<file path="config.mk">
export PLATFORM = sky130hd
export DESIGN_NAME = gpio_irq_ctrl
export DESIGN_NICKNAME = d
export VERILOG_FILES = /design/src/rtl/gpio_irq_ctrl.sv
export SDC_FILE = /design/constraint.sdc
export NUM_CORES = 1
export LEC_CHECK = 0
export BUFFER_PORTS_ARGS = -buffer_cell sky130_fd_sc_hd__buf_2
export CORE_MARGIN = 2
export CORE_UTILIZATION = 39
export CTS_CLUSTER_DIAMETER = 60
export DETAILED_ROUTE_END_ITERATION = 8
export HOLD_SLACK_MARGIN = 0.03
export PLACE_DENSITY = 0.69
export SLEW_MARGIN = 40
export SYNTH_ARGS = -nofsm -noshare
export SYNTH_HDL_FRONTEND = slang
export SYNTH_SLANG_ARGS = --single-unit
</file>
<file path="constraint.sdc">
create_clock -name clk -period 1.8 [get_ports clk]
set_input_delay 0 -clock clk [delete_from_list [all_inputs] [get_ports clk]]
set_output_delay 0 -clock clk [all_outputs]
set_load 0.005 [all_outputs]
</file>
<file path="src/rtl/gpio_irq_ctrl.sv">
module gpio_irq_ctrl #(
  parameter bit WIDE_SENSE = 1'b0
) (
  input  logic        clk,
  input  logic        rst_n,
  input  logic        wr_en,
  input  logic [4:0]  addr,
  input  logic [31:0] wdata,
  output logic [31:0] rdata,
  input  logic [31:0] pin_in,
  output logic [31:0] pin_out,
  output logic [31:0] pin_oe,
  output logic [31:0] od_en,
  output logic        irq,
  output logic [4:0]  pend_id,
  output logic        pend_vld
);
  localparam int NP = 32;
  localparam int HALF = NP / 2;
  localparam logic [2:0] A_DIR = 3'd0, A_ODR = 3'd1, A_DAT = 3'd2, A_EVT = 3'd3,
                         A_MSK = 3'd4, A_SNS = 3'd5, A_SNS2 = 3'd6;

  logic [NP-1:0] dir_q, od_q, dat_q, evt_q, msk_q, sns_q, sns2_q;
  logic [NP-1:0] s1_q, s2_q, s3_q, det, clr, act;
  logic [2:0] widx;
  logic unused_lsb;

  assign widx       = addr[4:2];
  assign unused_lsb = ^addr[1:0];
  assign clr        = (wr_en && widx == A_EVT) ? wdata : '0;
  assign act        = evt_q & msk_q;
  assign irq        = |act;
  assign pin_out    = dat_q;
  assign pin_oe     = dir_q;
  assign od_en      = od_q;

  always_ff @(posedge clk) begin
    if (!rst_n) begin
      dir_q <= '0; od_q <= '0; dat_q <= '0; evt_q <= '0;
      msk_q <= '0; sns_q <= '0; sns2_q <= '0;
      s1_q <= '0; s2_q <= '0; s3_q <= '0;
    end else begin
      s1_q  <= pin_in;
      s2_q  <= s1_q;
      s3_q  <= s2_q;
      evt_q <= (evt_q & ~clr) | det;
      if (wr_en) begin
        case (widx)
          A_DIR:   dir_q <= wdata;
          A_ODR:   od_q  <= wdata;
          A_DAT:   dat_q <= wdata;
          A_MSK:   msk_q <= wdata;
          A_SNS:   sns_q <= wdata;
          A_SNS2:  if (WIDE_SENSE) sns2_q <= wdata;
          default: ;
        endcase
      end
    end
  end

  wire [NP-1:0] rise = s2_q & ~s3_q;
  wire [NP-1:0] fall = ~s2_q & s3_q;

  generate
    if (WIDE_SENSE) begin : g_wide
      for (genvar b = 0; b < NP; b++) begin : g_bit
        logic [1:0] code;
        if (b >= HALF) begin : g_first
          assign code = sns_q[2*(b-HALF) +: 2];
        end else begin : g_second
          assign code = sns2_q[2*b +: 2];
        end
        assign det[b] = (code == 2'b00 && (rise[b] || fall[b])) ||
                        (code == 2'b10 && fall[b]) ||
                        (code == 2'b01 && rise[b]);
      end
    end else begin : g_narrow
      assign det = fall | (rise & ~sns_q);
    end
  endgenerate

  always_comb begin
    case (widx)
      A_DIR:   rdata = dir_q;
      A_ODR:   rdata = od_q;
      A_DAT:   rdata = (dat_q & dir_q) | (s2_q & ~dir_q);
      A_EVT:   rdata = evt_q;
      A_MSK:   rdata = msk_q;
      A_SNS:   rdata = sns_q;
      A_SNS2:  rdata = sns2_q;
      default: rdata = '0;
    endcase
  end

  always_comb begin
    pend_vld = 1'b0;
    pend_id  = '0;
    for (int b = 0; b < NP; b++) begin
      if (act[b]) begin
        pend_vld = 1'b1;
        pend_id  = 5'(NP - 1 - b);
      end
    end
  end
endmodule

</file>
* Word-level counts from Yosys, hierarchy flattened
Index checks and enable logic that the tools add are counted.
Cells by class: $add $sub $neg 0, multipliers 0, div/mod/pow operators 0, magnitude comparators 0, equality and inequality tests 5, shift operators 0, mux-type cells 66, bitwise gates (word level) 15, reduce and logical (&&, ||, !) cells 8
Operator list (number):
- 32-bit bitwise AND | 7
- 32-bit one-hot mux with 6 select lines | 1
- 5-bit two-way mux | 32
- 32-bit NOT | 5
- 32-bit OR | 3
- 1-bit two-way mux | 32
- 32-bit two-way mux | 1
- 32-bit OR reduction | 1
- 2-bit AND reduction | 5
- 3-bit by 2-bit == test with 1-bit output (second input constant) | 2
- 3-bit == test (second input constant) | 2
- 3-bit by 1-bit == test with 1-bit output (second input constant) | 1
- 3-bit logical NOT | 1
- 1-bit logical AND | 1
Word-level totals: flip-flop bits (word level) 288, bits in latches 0, RAM bits 0, memory bits (read-only) 0, input port bits 72, output and inout bits 135, word-level logic and storage cells 103, memories 0

* Depth between registers and ports, before layout
Gate-level depths: netlist (run 1).
depth in word-level cells 33, mapped depth 9

* Worst setup path after synthesis (run 1)
Ideal clock, no wire load.
path type reg-to-output, from register evt_q[25], to output pend_id[4], data arrival time 1.328 ns, data required time 1.800 ns, slack 0.472 ns, stages on the path, launching flop included 6, cell sequence dfxtp_1 > a22o_1 > a221oi_1 > nand2_1 > nor3_1 > nor2b_1
On the way: cells in the longest elaborated chain, start to end 8
RTL lines:
- start: declaration | line 23 | logic [NP-1:0] dir_q, od_q, dat_q, evt_q, msk_q, sns_q, sns2_q;
- start signal: assignment | line 46 | evt_q <= (evt_q & ~clr) | det;
- 32-bit bitwise AND | line 31 | assign act = evt_q & msk_q;
- 5-bit two-way mux (7 in series) | line 99 | if (act[b]) begin
- end: declaration | line 15 | output logic [4:0] pend_id,
Every way passes these cells.

* Final worst setup path (run 1)
from register msk_q[25], to output pend_id[4]
On the way: cells in the longest elaborated chain, start to end 8
RTL lines:
- start: declaration | line 23
- start signal: assignment | line 52 | A_MSK: msk_q <= wdata;
- 32-bit bitwise AND | line 31
- 5-bit two-way mux (7 in series) | line 99
Every way passes these cells.

==> results of run 1 <==
[routing by layer]
metal  global-route usage  share of wire
met5                    0        0.00037
met4               0.0778          0.032
met3               0.0381          0.070
met2                0.392           0.46
met1                0.306           0.44
[power by group through the flow]
| stage | registers [uW] | clock network (uW) | logic, uW |
|---|---|---|---|
| 2_1_floorplan | 6860 | 0 | 676 |
| 3_3_place_gp | 6910 | 0 | 1130 |
| 3_5_place_dp | 6910 | 0 | 1150 |
| 4_1_cts | 6780 | 6310 | 1320 |
| 5_1_grt | 6810 | 6560 | 1460 |
| 6_report | 6790 | 6220 | 1350 |
[area by class of cell]
type	count	area share
multi-input cells	1014	0.394
clock inverters	7	0.00549
well taps	402	0.0311
clock buffers	46	0.0558
repair buffers	349	0.146
flip-flops and latches	288	0.360
inverters	34	0.00789
[synthesized netlist by cell type (all sizes together), types with 21 or more instances]
master    n  area share
mux2i    46       0.037
a221oi   32       0.037
nor3     31       0.012
a21oi    34       0.014
dfxtp   288        0.46
mux2     21       0.019
nor2b    33       0.017
clkbuf   39       0.012
inv      34       0.010
and2    101       0.051
a21boi  163       0.098
nand2   404        0.12
buf      54       0.028
a22oi    36       0.022
[stage by stage]
step / utilization / setup TNS, ns / power [uW]
floorplan: - / 0 / 7540
global placement: 0.442 / 0 / 8030
detailed placement: 0.443 / 0 / 8070
CTS: 0.506 / -1.21 / 14400
global route: 0.513 / -2.11 / 14800
finish: 0.513 / -1.47 / 14400
[timing repair]
| item | 4_1_cts | 5_1_grt |
|---|---|---|
| pin swaps | 32 | 16 |
| endpoints found under the setup margin | 14 | 18 |
| buffers inserted | 10 | 7 |
| gates resized for setup | 59 | 46 |
| endpoints found under the hold margin | 239 | 0 |
| hold buffers | 76 | 0 |
[how the worst max path moves through the flow]
| stage | start | endpoint | slack (ns) | cells past startpoint |
|---|---|---|---|---|
| 2_1_floorplan | evt_q[25] | pend_id[4] | 0.47 | 5 |
| 3_3_place_gp | addr[4] | od_en[2] | 0.02 | 7 |
| 3_5_place_dp | msk_q[23] | pend_id[0] | 0.13 | 6 |
| 4_1_cts | msk_q[25] | pend_id[4] | -0.21 | 7 |
| 5_1_grt | msk_q[25] | pend_id[4] | -0.32 | 7 |
| 6_report | msk_q[25] | pend_id[4] | -0.26 | 7 |
[logic make-up (layout without fill, tap and decap cells)]
kind of cell,after synthesis,in the layout,synth area share
and+or+nand+nor,616,616,0.223
AOI/OAI and AO/OA,331,331,0.209
DFF,288,288,0.462
buffers and inverters,127,436,0.0497
muxes,67,67,0.0559
[worst reg2reg max path, delay by kind of cell, from the launching register on]
kind                   cells  cell delay, ns
AOI/OAI and AO/OA          1            0.06
buffers and inverters      1            0.10
DFF                        1            0.43
and+or+nand+nor            2            0.38
[sequential cells by signal, indices dropped and copies added (netlist names)]
signal,count
evt_q,32
msk_q,32
od_en,32
pin_oe,32
pin_out,32
s1_q,32
s2_q,32
s3_q,32
sns_q,32
==> run metrics, run 1 <==
outcome=finished with violations; failing checks=setup timing; layout cells sized above 1=0.268; Worst Hold Depth=4; Syn Inst Count=1,429; largest net degree at the start of global routing=85; Vias/cell=5.35; Critical-path top delay cell=dfxtp_2; worst hold path class=in2reg; reg-to-reg setup timing slack=0.76 ns; Vias=11.5k; Final Hold Fails=0; Worst R2R Start=s2_q[1]; Initial Util=0.395; Psw=3420 uW; Seq/Total Area, Yosys=0.462; TritonRoute pass-1 iters=5; final setup fails=10; ANT nets after route=0; peak fanout along the critical path=3; Crit Path Class=reg2out; n_diodes=0; Net Sw Frac=0.238; FF-to-FF path depth=4; Hold Path Sink=pin_oe[25]; Detailed Place HPWL=27,000 um; slowest stage delay, CP=0.32 ns; EDFF count, synth=0; most common cell after layout, fill and taps aside=nand2_1; Period minus WS final=2.06 ns; commonest register cell after synthesis=dfxtp_1; Final Instance Area=16,200 um^2; DP Cell Count=1,995; CP cell instances=a22o_1, a221oi_2, nand2_1, nor3_2, buf_4, nor2b_1, buf_2; H-Tree Depth=1; CTS Buf Count=31; Synth Area per Inst=8.73 um^2; Rows=65; Crit. End Element=output port; area of the mapped netlist=12,500 um^2; pre-CTS setup slack=0.134 ns; Critical Path Start Type=register; Layout fillers=2,928; grt ovf=0; Root Buffer=clkbuf_16; RSZ-0062 raised after global routing=true; Clock Power Share=0.433; crit path DAT=2.06 ns; final hold slack=0.170 ns; final worst slack=-0.259 ns; DRC violations left=0; area of the multi-input gates=6380 um^2; core area=31,600 um^2; PortBufs=204; clock sinks=288; period utilization=1.14; Cell Area, Placed=14,000 um^2; Crit path buffers/inverters=2; ys async rst share=0; all-layer global routing usage=0.233; Worst-Margin Slew=0.593 ns; Logic pwr share=0.094; Int Pwr=10,900 uW; count of boundary I/O pins=207; Synth cell types=48; TritonCTS clock tree=done; Leakage Power=0.00643 uW; syn nets=1,501; PD cells=888 nW/um^2; Finished Layout Cells=2,140; Slew headroom=0.604; vias in the first global route=11.0k; clock slew at reported path FFs=0.06 ns; global placement routability congestion=0.861; drt wl/cell=18.8 um; area growth from synthesis to layout=29.7%; antenna violations before repair=2; Fmax=486 MHz; peak supply drop=0.000677 V; clock skew=0.0114 ns; hold path start=wr_en; Max Slew Vio Count=0; initial drt markers=856; final WL=40,300 um; Die Ht=183 um; Crit path max-delay family=compound AO/OA/AOI/OAI gates; Clock Tree Buf Depth=3; Max Cap Violations=0; global-route wire length before repair=61,900 um; sequential share of power=0.473; Layout Nets=1,790; synth warn=0; Clk Latency, worst-skew pair=0.55 ns; die area=33,400 um^2; Yosys reg bits=288; commonest non-fill, non-tap cells in the layout=nand2_1 (400), dfxtp_1 (255), buf_2 (203); Crit Reg-Reg Endpoint=evt_q[1]; Die W=183 um; FF+latch area=5820 um^2; Required @ worst endpoint=1.80 ns
Note: power is estimated with default switching activity, not from simulation.
==> run 2: changes to the inputs <==
--- a/config.mk
+++ b/config.mk
@@ -11,6 +11,7 @@
 export CTS_CLUSTER_DIAMETER = 60
 export DETAILED_ROUTE_END_ITERATION = 8
 export HOLD_SLACK_MARGIN = 0.03
+export MAX_ROUTING_LAYER = met4
 export PLACE_DENSITY = 0.69
 export SLEW_MARGIN = 40
 export SYNTH_ARGS = -nofsm -noshare
==> run metrics, run 2 (same netlist as run 1, synthesis figures left out) <==
final setup fails=9; TritonRoute pass-1 iters=6; Crit Path Class=reg2out; failing checks=setup timing; Period minus WS final=2.06 ns; Slew headroom=0.621; all-layer global routing usage=0.240; Max Cap Violations=0; FF-to-FF path depth=4; Root Buffer=clkbuf_16; Vias/cell=5.36; crit path DAT=2.06 ns; ANT nets after route=0; Required @ worst endpoint=1.80 ns; area growth from synthesis to layout=29.6%; global placement routability congestion=0.878; worst hold path class=in2reg; Max Slew Vio Count=0; Layout fillers=2,926; TritonCTS clock tree=done; period utilization=1.14; Layout Nets=1,789; Fmax=487 MHz; RSZ-0062 raised after global routing=true; outcome=finished with violations; Leakage Power=0.00642 uW; most common cell after layout, fill and taps aside=nand2_1; commonest non-fill, non-tap cells in the layout=nand2_1 (400), dfxtp_1 (255), buf_2 (203); final worst slack=-0.255 ns; Die W=183 um; clock slew at reported path FFs=0.06 ns; Detailed Place HPWL=27,000 um; clock sinks=288; die area=33,400 um^2; Initial Util=0.395; count of boundary I/O pins=207; pre-CTS setup slack=0.134 ns; Die Ht=183 um; Critical Path Start Type=register; Rows=65; Worst Hold Depth=4; core area=31,600 um^2; Clk Latency, worst-skew pair=0.55 ns; PD cells=889 nW/um^2; global-route wire length before repair=61,900 um; peak supply drop=0.000673 V; Util after Layout=0.513; initial drt markers=919; H-Tree Depth=1; drt wl/cell=18.9 um; DRC violations left=0; final WL=40,400 um; Final Hold Fails=0; final hold slack=0.169 ns; grt ovf=0; Vias=11.5k; peak fanout along the critical path=3; Crit. End Element=output port; CTS Buf Count=31; antenna violations before repair=2; layout cells sized above 1=0.268; Clock Tree Buf Depth=3; clock skew=0.00839 ns; vias in the first global route=11.0k; PortBufs=204; Worst-Margin Slew=0.567 ns; largest net degree at the start of global routing=85
-- run 2: changes by cell type in the layout (fill, tap and decap cells not counted), sizes merged --
cell	previous run	this run
diode	0	2
buf	273	272
-- run 2: what timing repair did --
item                                   in CTS  in global routing
endpoints found under the hold margin     239                  0
gates resized for setup                    59                 46
hold buffers                               76                  0
setup buffers                              10                  6
pin swaps                                  32                 15
setup endpoints to repair                  14                 18
-- run 2: path summary, 6_finish.rpt --
path / start / to / slack [ns]
setup / recovery: msk_q[25] / pend_id[4] / -0.26
hold / removal: wr_en / pin_oe[26] / 0.17
setup reg to reg: s2_q[1] / evt_q[1] / 0.78
hold reg to reg: s1_q[10] / s2_q[10] / 0.43
-- run 2: routing by layer --
| metal | vias up | wire (um) | track usage |
|---|---|---|---|
| met4 | 0 | 1270 | 0.0787 |
| met5 | - | 0 | - |
| met3 | 87 | 2810 | 0.0373 |
| met1 | 5505 | 17600 | 0.308 |
| met2 | 445 | 18700 | 0.390 |
| li1 | 5433 | - | - |
-- run 2: power breakdown --
group,internal (uW),total [uW],switching (uW)
combinational,644,1350,707
clock,3710,6230,2530
sequential,6590,6790,200
-- run 2: final cells by class --
type / count / area [um^2] / share of cell area
multi-input cells: 1014 / 6380 / 0.394
flip-flops and latches: 288 / 5820 / 0.360
repair buffers: 348 / 2350 / 0.145
clock buffers: 46 / 902 / 0.0558
well taps: 402 / 503 / 0.0311
inverters: 34 / 128 / 0.00789
clock inverters: 7 / 88.8 / 0.00549
diodes: 2 / 5.00 / 0.000309
-- run 2: stage by stage --
step / instances / cell area [um^2] / setup TNS, ns / total power [uW]
3_3_place_gp: 1995 / 14000 / 0 / 8030
2_1_floorplan: 1429 / 12500 / 0 / 7540
4_1_cts: 2133 / 16000 / -1.21 / 14400
3_5_place_dp: 1995 / 14000 / 0 / 8070
6_report: 2141 / 16200 / -1.45 / 14400
5_1_grt: 2141 / 16200 / -2.15 / 14800
-- run 2: worst max-delay path: stages (launching register included) --
cell and delay (ns):
dfxtp_2 0.32, a22o_1 0.25, a221oi_2 0.24, nand2_1 0.15, nor3_2 0.14, buf_4 0.16, nor2b_1 0.11, buf_2 0.12
